==> src/rtl/chan_scan_pkg.sv <==
`timescale 1ns/1ps
package chan_scan_pkg;

   // control word layout
   localparam int CFG_W      = 16;
   localparam int FIELD_W    = 3;
   localparam int FIRST_LSB  = 8;
   localparam int LAST_LSB   = 11;
   localparam int MODE_BIT   = 6;
   localparam int TRIG_LSB   = 4;

   typedef enum logic [1:0] {
      TRG_SOFT  = 2'd0,
      TRG_TIMER = 2'd1,
      TRG_RSVD  = 2'd2,
      TRG_PIN   = 2'd3
   } trig_src_e;

   typedef enum logic {
      MODE_ONCE = 1'b0,
      MODE_LOOP = 1'b1
   } run_mode_e;

endpackage

==> src/rtl/chan_scan_cfg.sv <==
`timescale 1ns/1ps
module chan_scan_cfg
   import chan_scan_pkg::*;
#(
   parameter int CH_W = 3
) (
   input  logic             clk,
   input  logic             rst_n,
   input  logic             we,
   input  logic [CFG_W-1:0] wdata,
   output logic [CH_W-1:0]  first_ch,
   output logic [CH_W-1:0]  last_ch,
   output run_mode_e        mode,
   output trig_src_e        trig_sel
);

   logic unused_cfg_bits;
   assign unused_cfg_bits = ^wdata;

   always_ff @(posedge clk or negedge rst_n) begin
      if (!rst_n) begin
         first_ch <= '0;
         last_ch  <= '0;
         mode     <= MODE_ONCE;
         trig_sel <= TRG_SOFT;
      end else if (we) begin
         first_ch <= wdata[FIRST_LSB +: CH_W];
         last_ch  <= wdata[LAST_LSB +: CH_W];
         mode     <= run_mode_e'(wdata[MODE_BIT]);
         trig_sel <= trig_src_e'(wdata[TRIG_LSB +: 2]);
      end
   end

endmodule

==> src/rtl/chan_scan_trig.sv <==
`timescale 1ns/1ps
module chan_scan_trig
   import chan_scan_pkg::*;
#(
   parameter int SYNC_STAGES    = 2,
   parameter bit PIN_ACTIVE_LOW = 1'b1
) (
   input  logic      clk,
   input  logic      rst_n,
   input  trig_src_e trig_sel,
   input  logic      sw_start,
   input  logic      tmr_pulse,
   input  logic      pin_raw,
   output logic      start_pulse
);

   localparam logic IDLE_LVL = PIN_ACTIVE_LOW;
   localparam int   TOP      = SYNC_STAGES - 1;

   logic [SYNC_STAGES-1:0] sync_q;
   logic                   last_q;
   logic                   pin_edge;

   always_ff @(posedge clk or negedge rst_n) begin
      if (!rst_n) begin
         sync_q <= {SYNC_STAGES{IDLE_LVL}};
         last_q <= IDLE_LVL;
      end else begin
         sync_q <= {sync_q[SYNC_STAGES-2:0], pin_raw};
         last_q <= sync_q[TOP];
      end
   end

   generate
      if (PIN_ACTIVE_LOW) begin : g_fall
         assign pin_edge = last_q & ~sync_q[TOP];
      end else begin : g_rise
         assign pin_edge = ~last_q & sync_q[TOP];
      end
   endgenerate

   always_comb begin
      unique case (trig_sel)
         TRG_SOFT:  start_pulse = sw_start;
         TRG_TIMER: start_pulse = tmr_pulse;
         TRG_PIN:   start_pulse = pin_edge;
         default:   start_pulse = 1'b0;
      endcase
   end

   // reserved code never produces a start
   a_r8_reserved_quiet: assert property (@(posedge clk) disable iff (!rst_n)
      (trig_sel == TRG_RSVD) |-> !start_pulse);

   // a pin start is a single-cycle event
   a_r9_pin_single: assert property (@(posedge clk) disable iff (!rst_n)
      (trig_sel == TRG_PIN && start_pulse) |=> (trig_sel != TRG_PIN || !start_pulse));

endmodule

==> src/rtl/chan_scan_walk.sv <==
`timescale 1ns/1ps
module chan_scan_walk
   import chan_scan_pkg::*;
#(
   parameter int NUM_CH = 8,
   parameter int CH_W   = 3
) (
   input  logic            clk,
   input  logic            rst_n,
   input  logic            launch,
   input  logic [CH_W-1:0] first_ch,
   input  logic [CH_W-1:0] last_ch,
   input  run_mode_e       mode,
   input  logic            stop_req,
   input  logic            conv_done,
   output logic            run,
   output logic [CH_W-1:0] chan_sel,
   output logic            res_valid,
   output logic [CH_W-1:0] res_chan
);

   localparam logic [CH_W-1:0] TOP_CH = CH_W'(NUM_CH - 1);

   logic            run_q, stop_q, loop_q;
   logic [CH_W-1:0] cur_q, first_q, last_q;
   logic            at_end, halt;
   logic [CH_W-1:0] next_ch;

   assign at_end  = (cur_q == last_q);
   assign halt    = stop_q | stop_req | (at_end & ~loop_q);
   assign next_ch = (cur_q == TOP_CH) ? '0 : cur_q + 1'b1;

   always_ff @(posedge clk or negedge rst_n) begin
      if (!rst_n) begin
         run_q      <= 1'b0;
         stop_q     <= 1'b0;
         loop_q     <= 1'b0;
         cur_q      <= '0;
         first_q    <= '0;
         last_q     <= '0;
         res_valid  <= 1'b0;
         res_chan   <= '0;
      end else begin
         res_valid <= 1'b0;
         if (!run_q) begin
            stop_q <= 1'b0;
            if (launch) begin
               run_q   <= 1'b1;
               cur_q   <= first_ch;
               first_q <= first_ch;
               last_q  <= last_ch;
               loop_q  <= (mode == MODE_LOOP);
            end
         end else begin
            if (stop_req) stop_q <= 1'b1;
            if (conv_done) begin
               res_valid <= 1'b1;
               res_chan  <= cur_q;
               if (halt) run_q <= 1'b0;
               else      cur_q <= at_end ? first_q : next_ch;
            end
         end
      end
   end

   assign run      = run_q;
   assign chan_sel = cur_q;

   // a result strobe only follows a completed conversion
   a_r1_result_from_done: assert property (@(posedge clk) disable iff (!rst_n)
      res_valid |-> $past(conv_done && run_q));

   // mid-window the channel advances by one, wrapping at the top
   a_r3_ascending_step: assert property (@(posedge clk) disable iff (!rst_n)
      (run_q && conv_done && !stop_q && !stop_req && cur_q != last_q) |=>
      (chan_sel == (($past(chan_sel) == TOP_CH) ? '0 : $past(chan_sel) + 1'b1)));

   // one-pass run ends on the last channel
   a_r5_once_ends: assert property (@(posedge clk) disable iff (!rst_n)
      (run_q && conv_done && !loop_q && cur_q == last_q) |=> !run_q);

   // without a completion the run and channel hold, whatever triggers do
   a_r10_hold_busy: assert property (@(posedge clk) disable iff (!rst_n)
      (run_q && !conv_done) |=> (run_q && $stable(chan_sel)));

   // a pending or coincident stop ends the run on that completion
   a_r11_stop_ends: assert property (@(posedge clk) disable iff (!rst_n)
      (run_q && conv_done && (stop_q || stop_req)) |=> (!run_q && res_valid));

endmodule

==> src/rtl/chan_scan_seq.sv <==
`timescale 1ns/1ps
module chan_scan_seq
   import chan_scan_pkg::*;
#(
   parameter int NUM_CH         = 8,
   parameter int SYNC_STAGES    = 2,
   parameter bit PIN_ACTIVE_LOW = 1'b1
) (
   input  logic        clk,
   input  logic        rst_n,
   input  logic        cfg_we,
   input  logic [15:0] cfg_wdata,
   input  logic        sw_start,
   input  logic        sw_stop,
   input  logic        tmr_uf,
   input  logic        ext_trig_n,
   input  logic        conv_done,
   output logic        conv_req,
   output logic [2:0]  chan_sel,
   output logic        res_valid,
   output logic [2:0]  res_chan,
   output logic        busy
);

   localparam int CH_W = $clog2(NUM_CH);

   generate
      if (NUM_CH != (1 << FIELD_W)) begin : g_bad_ch
         $error("chan_scan_seq: NUM_CH must match the 3-bit channel fields");
      end
      if (SYNC_STAGES < 2) begin : g_bad_sync
         $error("chan_scan_seq: SYNC_STAGES must be at least 2");
      end
      if (CFG_W != 16) begin : g_bad_cfg
         $error("chan_scan_seq: control word must be 16 bits");
      end
   endgenerate

   logic [CH_W-1:0] first_ch, last_ch;
   run_mode_e       mode;
   trig_src_e       trig_sel;
   logic            launch;
   logic            run;
   logic [CH_W-1:0] cur_ch, done_ch;

   chan_scan_cfg #(.CH_W(CH_W)) i_cfg (
      .clk      (clk),
      .rst_n    (rst_n),
      .we       (cfg_we),
      .wdata    (cfg_wdata),
      .first_ch (first_ch),
      .last_ch  (last_ch),
      .mode     (mode),
      .trig_sel (trig_sel)
   );

   chan_scan_trig #(
      .SYNC_STAGES    (SYNC_STAGES),
      .PIN_ACTIVE_LOW (PIN_ACTIVE_LOW)
   ) i_trig (
      .clk         (clk),
      .rst_n       (rst_n),
      .trig_sel    (trig_sel),
      .sw_start    (sw_start),
      .tmr_pulse   (tmr_uf),
      .pin_raw     (ext_trig_n),
      .start_pulse (launch)
   );

   chan_scan_walk #(.NUM_CH(NUM_CH), .CH_W(CH_W)) i_walk (
      .clk       (clk),
      .rst_n     (rst_n),
      .launch    (launch),
      .first_ch  (first_ch),
      .last_ch   (last_ch),
      .mode      (mode),
      .stop_req  (sw_stop),
      .conv_done (conv_done),
      .run       (run),
      .chan_sel  (cur_ch),
      .res_valid (res_valid),
      .res_chan  (done_ch)
   );

   assign busy     = run;
   assign conv_req = run;
   assign chan_sel = cur_ch;
   assign res_chan = done_ch;

   // an idle stop leaves the sequencer idle
   a_r13_idle_stop: assert property (@(posedge clk) disable iff (!rst_n)
      (!busy && sw_stop && !launch) |=> !busy);

endmodule

==> config.mk <==
export PLATFORM = sky130hd
export DESIGN_NAME = chan_scan_seq
export DESIGN_NICKNAME = d
export VERILOG_FILES = /design/src/rtl/chan_scan_pkg.sv /design/src/rtl/chan_scan_cfg.sv /design/src/rtl/chan_scan_trig.sv /design/src/rtl/chan_scan_walk.sv /design/src/rtl/chan_scan_seq.sv
export SDC_FILE = /design/constraint.sdc
export NUM_CORES = 1
export LEC_CHECK = 0
export ABC_AREA = 0
export BUFFER_PORTS_ARGS = -buffer_cell sky130_fd_sc_hd__buf_2
export CELL_PAD_IN_SITES_DETAIL_PLACEMENT = 1
export CELL_PAD_IN_SITES_GLOBAL_PLACEMENT = 1
export CORE_MARGIN = 1.5
export CORE_UTILIZATION = 40
export CTS_CLUSTER_SIZE = 10
export DETAILED_ROUTE_END_ITERATION = 10
export GPL_TIMING_DRIVEN = 0
export PLACE_DENSITY = 0.86
export REMOVE_ABC_BUFFERS = 1
export SETUP_SLACK_MARGIN = 0.2
export SLEW_MARGIN = 25
export SYNTH_ARGS = -nofsm -noshare
export SYNTH_HDL_FRONTEND = slang
export SYNTH_SLANG_ARGS = --single-unit
==> constraint.sdc <==
create_clock -name clk -period 2.2 [get_ports clk]
set_clock_uncertainty 0.05 [all_clocks]
set_input_delay 0.55 -clock clk [delete_from_list [all_inputs] [get_ports clk]]
set_output_delay 0.55 -clock clk [all_outputs]
set_load 0.1 [all_outputs]
# Word-level counts from Yosys, hierarchy flattened
# Index checks and enable logic that the tools add are counted.
[op_classes]
n_addsub = 1
n_eq_ne = 7
muxes = 15
bitwise_logic = 7
reduce_logical = 5
[op_table]
columns = ["op", "count"]
rows = [
  ["$mux 3", 6],
  ["$mux 1", 8],
  ["$ne 2x2->1 const B", 3],
  ["$reduce_and 2->1", 2],
  ["$add 3x1->3 const B", 1],
  ["$eq 3x3->1", 1],
  ["$eq 3x3->1 const B", 1],
  ["$not 1->1", 3],
  ["$pmux 1 s3", 1],
  ["$reduce_and 3->1", 1],
  ["$and 1x1->1", 2],
  ["$eq 2x1->1 const B", 1],
  ["$eq 2x2->1 const B", 1],
  ["$logic_not 2->1", 1],
  ["$or 1x1->1", 2],
  ["$reduce_bool 2->1", 1],
]
[word_totals]
register_bits = 28
input_bits = 24
output_inout_bits = 9
word_cells = 49

# Depth between registers and ports, before layout
[logic_depth]
ltp_word = 6
ltp_mapped = 6

# Modules after synthesis
# From an unflattened synthesis, not the netlist that was laid out.
[unflattened]
hier_cells = 93
hier_area_um2 = 1232.4
[modules_own_cells]
columns = ["mod", "n_inst", "cells_each", "area_each_um2"]
rows = [
  ["chan_scan_walk", 1, 67, 750.7],
  ["chan_scan_cfg", 1, 19, 371.6],
  ["chan_scan_trig", 1, 6, 102.6],
  ["chan_scan_seq", 1, 1, 7.5],
]

# Least setup slack after synthesis
# OpenSTA, ideal clock, no wires.
[synth_timing]
path_type = "reg2reg"
start = "register i_walk.cur_q[2], in the netlist i_walk.chan_sel[2]"
end = "register i_walk.cur_q[0], in the netlist i_walk.chan_sel[0]"
setup_time_ns = 0.128
arrival_ns = 2.135
required_ns = 2.022
slack_ns = -0.113
path_stages_with_launch = 5
n_path_buf = 0
period_less_slack_ns = 2.313
cell_sequence = "dfrtp_1 -> xor2_1 -> o41ai_2 -> o32ai_2 -> mux2_1"
[synth_between]
elab_chain_len = 6
word_cells_on_any_way = 11
classes_between = "eq/ne: 3; mux: 5; bitwise: 2; reduce/logical: 1"
[synth_rtl]
columns = ["element", "line_no", "rtl"]
rows = [
  ["start: declaration", "chan_scan_walk.sv:25", "logic [CH_W-1:0] cur_q, first_q, last_q;"],
  ["start signal: assignment", "chan_scan_walk.sv:49", "cur_q <= first_ch;"],
  ["start signal: assignment", "chan_scan_walk.sv:60", "else cur_q <= at_end ? first_q : next_ch;"],
  ["$eq 3x3->1", "chan_scan_walk.sv:31", "assign next_ch = (cur_q == TOP_CH) ? '0 : cur_q + 1'b1;"],
  ["$mux 3", "chan_scan_walk.sv:31", ""],
  ["$mux 3", "chan_scan_walk.sv:60", ""],
  ["$mux 3", "chan_scan_walk.sv:59", "if (halt) run_q <= 1'b0;"],
  ["$mux 3", "chan_scan_walk.sv:56", "if (conv_done) begin"],
  ["$mux 3", "chan_scan_walk.sv:45", "if (!run_q) begin"],
]
# Parallel ways exist; a longest one is shown, timed or not. The select of a mux whose other input is x is not followed.
# A chain may end at the register's enable or synchronous reset.

# Final worst setup path
[layout_timing]
start = "register i_walk.cur_q[1], in the netlist i_walk.chan_sel[1]"
end = "output chan_sel[1]"
[layout_rtl]
columns = ["element", "line_no", "rtl"]
rows = [
  ["end: declaration", "chan_scan_seq.sv:19", "output logic [2:0] chan_sel,"],
]
# No word-level cell between the ends.

==> flow_summary.json <==
{
  "start_util_pct": 43.0,
  "cts_sinks": 28,
  "clkLatencyLatePin_ns": 0.34,
  "firstDrtPassIters": 7,
  "ctsHoldBuffers": 0,
  "maxCapViolations": 0,
  "cts-root-buf": "clkbuf_4",
  "yosys.area_share.adder_pct": 2.06,
  "cts_inserted_buffers": 3,
  "yosys.area_share.simple_pct": 7.82,
  "slew_viol_final": 0,
  "worst_pin_slew_ns": 0.615,
  "antenna_left": 0,
  "syn-instance-count": 92,
  "worstPathArrival_ns": 1.27,
  "crit_slowest_cell": "dfrtp_1",
  "io_buffer_count": 25,
  "gr-total-overflow": 0,
  "slew_headroom_pct": 59.0,
  "rr_worst_depth": 4,
  "hold_viol_final": 0,
  "synth_area_per_cell_um2": 13.2,
  "n_antenna_cell": 0,
  "muxShareOfSynthArea_pct": 15.7,
  "drive_above_1_share_pct": 34.7,
  "irDropWorstVdd_mv": 0.532,
  "path_max_fanout": 5,
  "synth.yosys.seq_area_share_pct": 57.9,
  "cts_tree": "built",
  "synth_edf_count": 0,
  "required_ns": 1.60,
  "yosysWarnings": 0,
  "crit_family": "flip-flops",
  "max_freq_mhz": 534,
  "critPathKind": "flip-flop to output pin",
  "antenna_found_initial": 0,
  "drc": 2,
  "final_core_util_pct": 50.3,
  "cts_setup_buffers": 0,
  "reg2reg_setup_slack_ns": 0.37,
  "async_flop_share_pct": 100,
  "coreArea_um2": 2830,
  "cp-end-kind": "output pin",
  "synth_top_family_by_area": "multiplexers",
  "status": "complete, but fails checks",
  "die_height_um": 58.1,
  "synth_compound_area_share_pct": 11.2,
  "total_power_mw": 2.36,
  "io_pins": 33,
  "setup_viol": 0,
  "avgRoutedWirePerCell_um": 15.7,
  "syn_area_um2": 1220,
  "drt_wl_total_um": 2340,
  "syn2layout_area_growth_pct": 17.1,
  "die_w_um": 58.1,
  "h-tree-depth": 1,
  "nNetsFinal": 145,
  "gp_congestion": 0.857,
  "hold_ws_ns": 0.156,
  "grt_first_pass_wirelength_um": 4020,
  "period_share_pct": 85.1,
  "synth_xor_area_share_pct": 2.16,
  "rr_startpoint": "i_walk.chan_sel[1]",
  "drt_iter0_drc": 28,
  "first_global_vias": 887,
  "ys_ff_latch": 28,
  "fp.dieArea_um2": 3380,
  "critPathBufInv": 1,
  "clkTransAtPathRegs_ns": 0.15,
  "fin_crit_ns": 1.87,
  "cp_slowest_stage_delay_ns": 0.47,
  "start_kind": "flip-flop",
  "ys.flop_type": "dfrtp_1",
  "row_count": 19,
  "drt-vias-per-instance": 5.60,
  "min_path_type": "input pin to asynchronous set/reset pin",
  "cts_buffer_depth": 2,
  "p_per_area_nw_per_um2": 1660,
  "hpwl_um": 1730,
  "synth.distinct_cells": 27,
  "crit_chain": "buf_2",
  "r2r_end": "i_walk.chan_sel[2]",
  "route.vias.total": 834,
  "grt_max_degree": 29,
  "track_usage_pct": 16.1,
  "violations": "DRC",
  "rsz0062_at_grt": "false",
  "leakage_nw": 0.663
}
where the power goes:
group / switching [mW] / total, mW / leakage (nW) / internal, mW
Clock: 0.152 / 0.337 / 0.0279 / 0.185
Sequential: 0.149 / 0.829 / 0.330 / 0.680
Combinational: 0.887 / 1.20 / 0.305 / 0.313
layer usage:
layer / up-vias / part of all wire (%) / GRT usage (%)
met2: 20 / 51 / 27.8
li1: 382 / - / -
met5: - / 0 / 0
met4: 0 / 2.4 / 8.97
met3: 5 / 4.1 / 2.23
met1: 427 / 43 / 19.2
worst max-delay path by stage:
stage,startpoint,endpoint,cells past startpoint
6_report,i_walk.chan_sel[1],chan_sel[1],1
5_1_grt,i_walk.chan_sel[2],i_walk.chan_sel[0],4
4_1_cts,i_walk.chan_sel[1],chan_sel[1],1
3_5_place_dp,i_walk.chan_sel[2],i_walk.chan_sel[2],4
3_3_place_gp,i_walk.chan_sel[2],i_walk.chan_sel[0],4
2_1_floorplan,i_walk.run,i_walk.chan_sel[0],3
cells by family after synthesis:
kind of cell,count (synthesis)
DFF,28
muxes,17
and+or+nand+nor,17
AOI/OAI and AO/OA,16
buffers and inverters,9
xor gates and xnor gates,3
adders and majority gates,2
area by class of cell:
type / instances / area, um^2
Clock buffer: 3 / 22.5
Multi-Input combinational cell: 55 / 474
Tap cell: 31 / 38.8
Fill cell: 307 / 1410
Sequential cell: 28 / 706
Timing Repair Buffer: 25 / 130
Clock inverter: 1 / 30.0
Inverter: 6 / 22.5
flip-flops by register name (all words and copies together), names as in the netlist, 2 cells and up:
register	count
i_cfg.first_ch	3
i_walk.res_chan	3
i_trig.sync_q	2
i_cfg.trig_sel	2
i_walk.chan_sel	3
i_walk.first_q	3
i_cfg.last_ch	3
i_walk.last_q	3
synthesized netlist by cell type, types with 2 or more instances:
cell type / count / area (um^2)
o311ai_0: 2 / 17.5
o221ai_1: 2 / 17.5
mux2_1: 14 / 158
dfrtp_1: 25 / 626
dfstp_2: 3 / 78.8
inv_1: 6 / 22.5
nor2_1: 3 / 11.3
mux2_2: 3 / 33.8
nor2b_1: 2 / 12.5
o21ai_0: 5 / 25.0
ha_1: 2 / 25.0
nand2_1: 8 / 30.0
xor2_1: 3 / 26.3
through the flow:
step,area (um^2),cells,worst slack (ns),TNS [ns]
global placement,1370,145,0.423,0
CTS,1420,149,0.307,0
floorplan,1200,89,-0.719,-5.93
global route,1420,149,0.263,0
finish,1420,149,0.329,0
detailed placement,1370,145,0.387,0
layout by cell type, fill, tap and decap left out, drive strengths merged:
master | Yosys | final
dfstp | 3 | 3
and3b | 1 | 1
o31ai | 1 | 1
a31oi | 1 | 1
clkbuf | 1 | 3
nor2b | 2 | 2
nor2 | 3 | 3
o221ai | 2 | 2
inv | 6 | 6
a211oi | 1 | 1
bufinv | 0 | 1
dfrtp | 25 | 25
nand2 | 8 | 8
xor2 | 3 | 3
a2bb2oi | 1 | 1
mux2 | 17 | 17
a21oi | 1 | 1
or4b | 1 | 1
ha | 2 | 2
or3 | 1 | 1
o21ai | 5 | 5
o32ai | 1 | 1
o41ai | 1 | 1
o311ai | 2 | 2
nor3 | 1 | 1
buf | 2 | 25
what timing repair did:
action,CTS,global route
gates resized for setup,3,0
setup endpoints to repair,2,0
hold endpoints to repair,0,0
(Power assumes the default switching activity.)
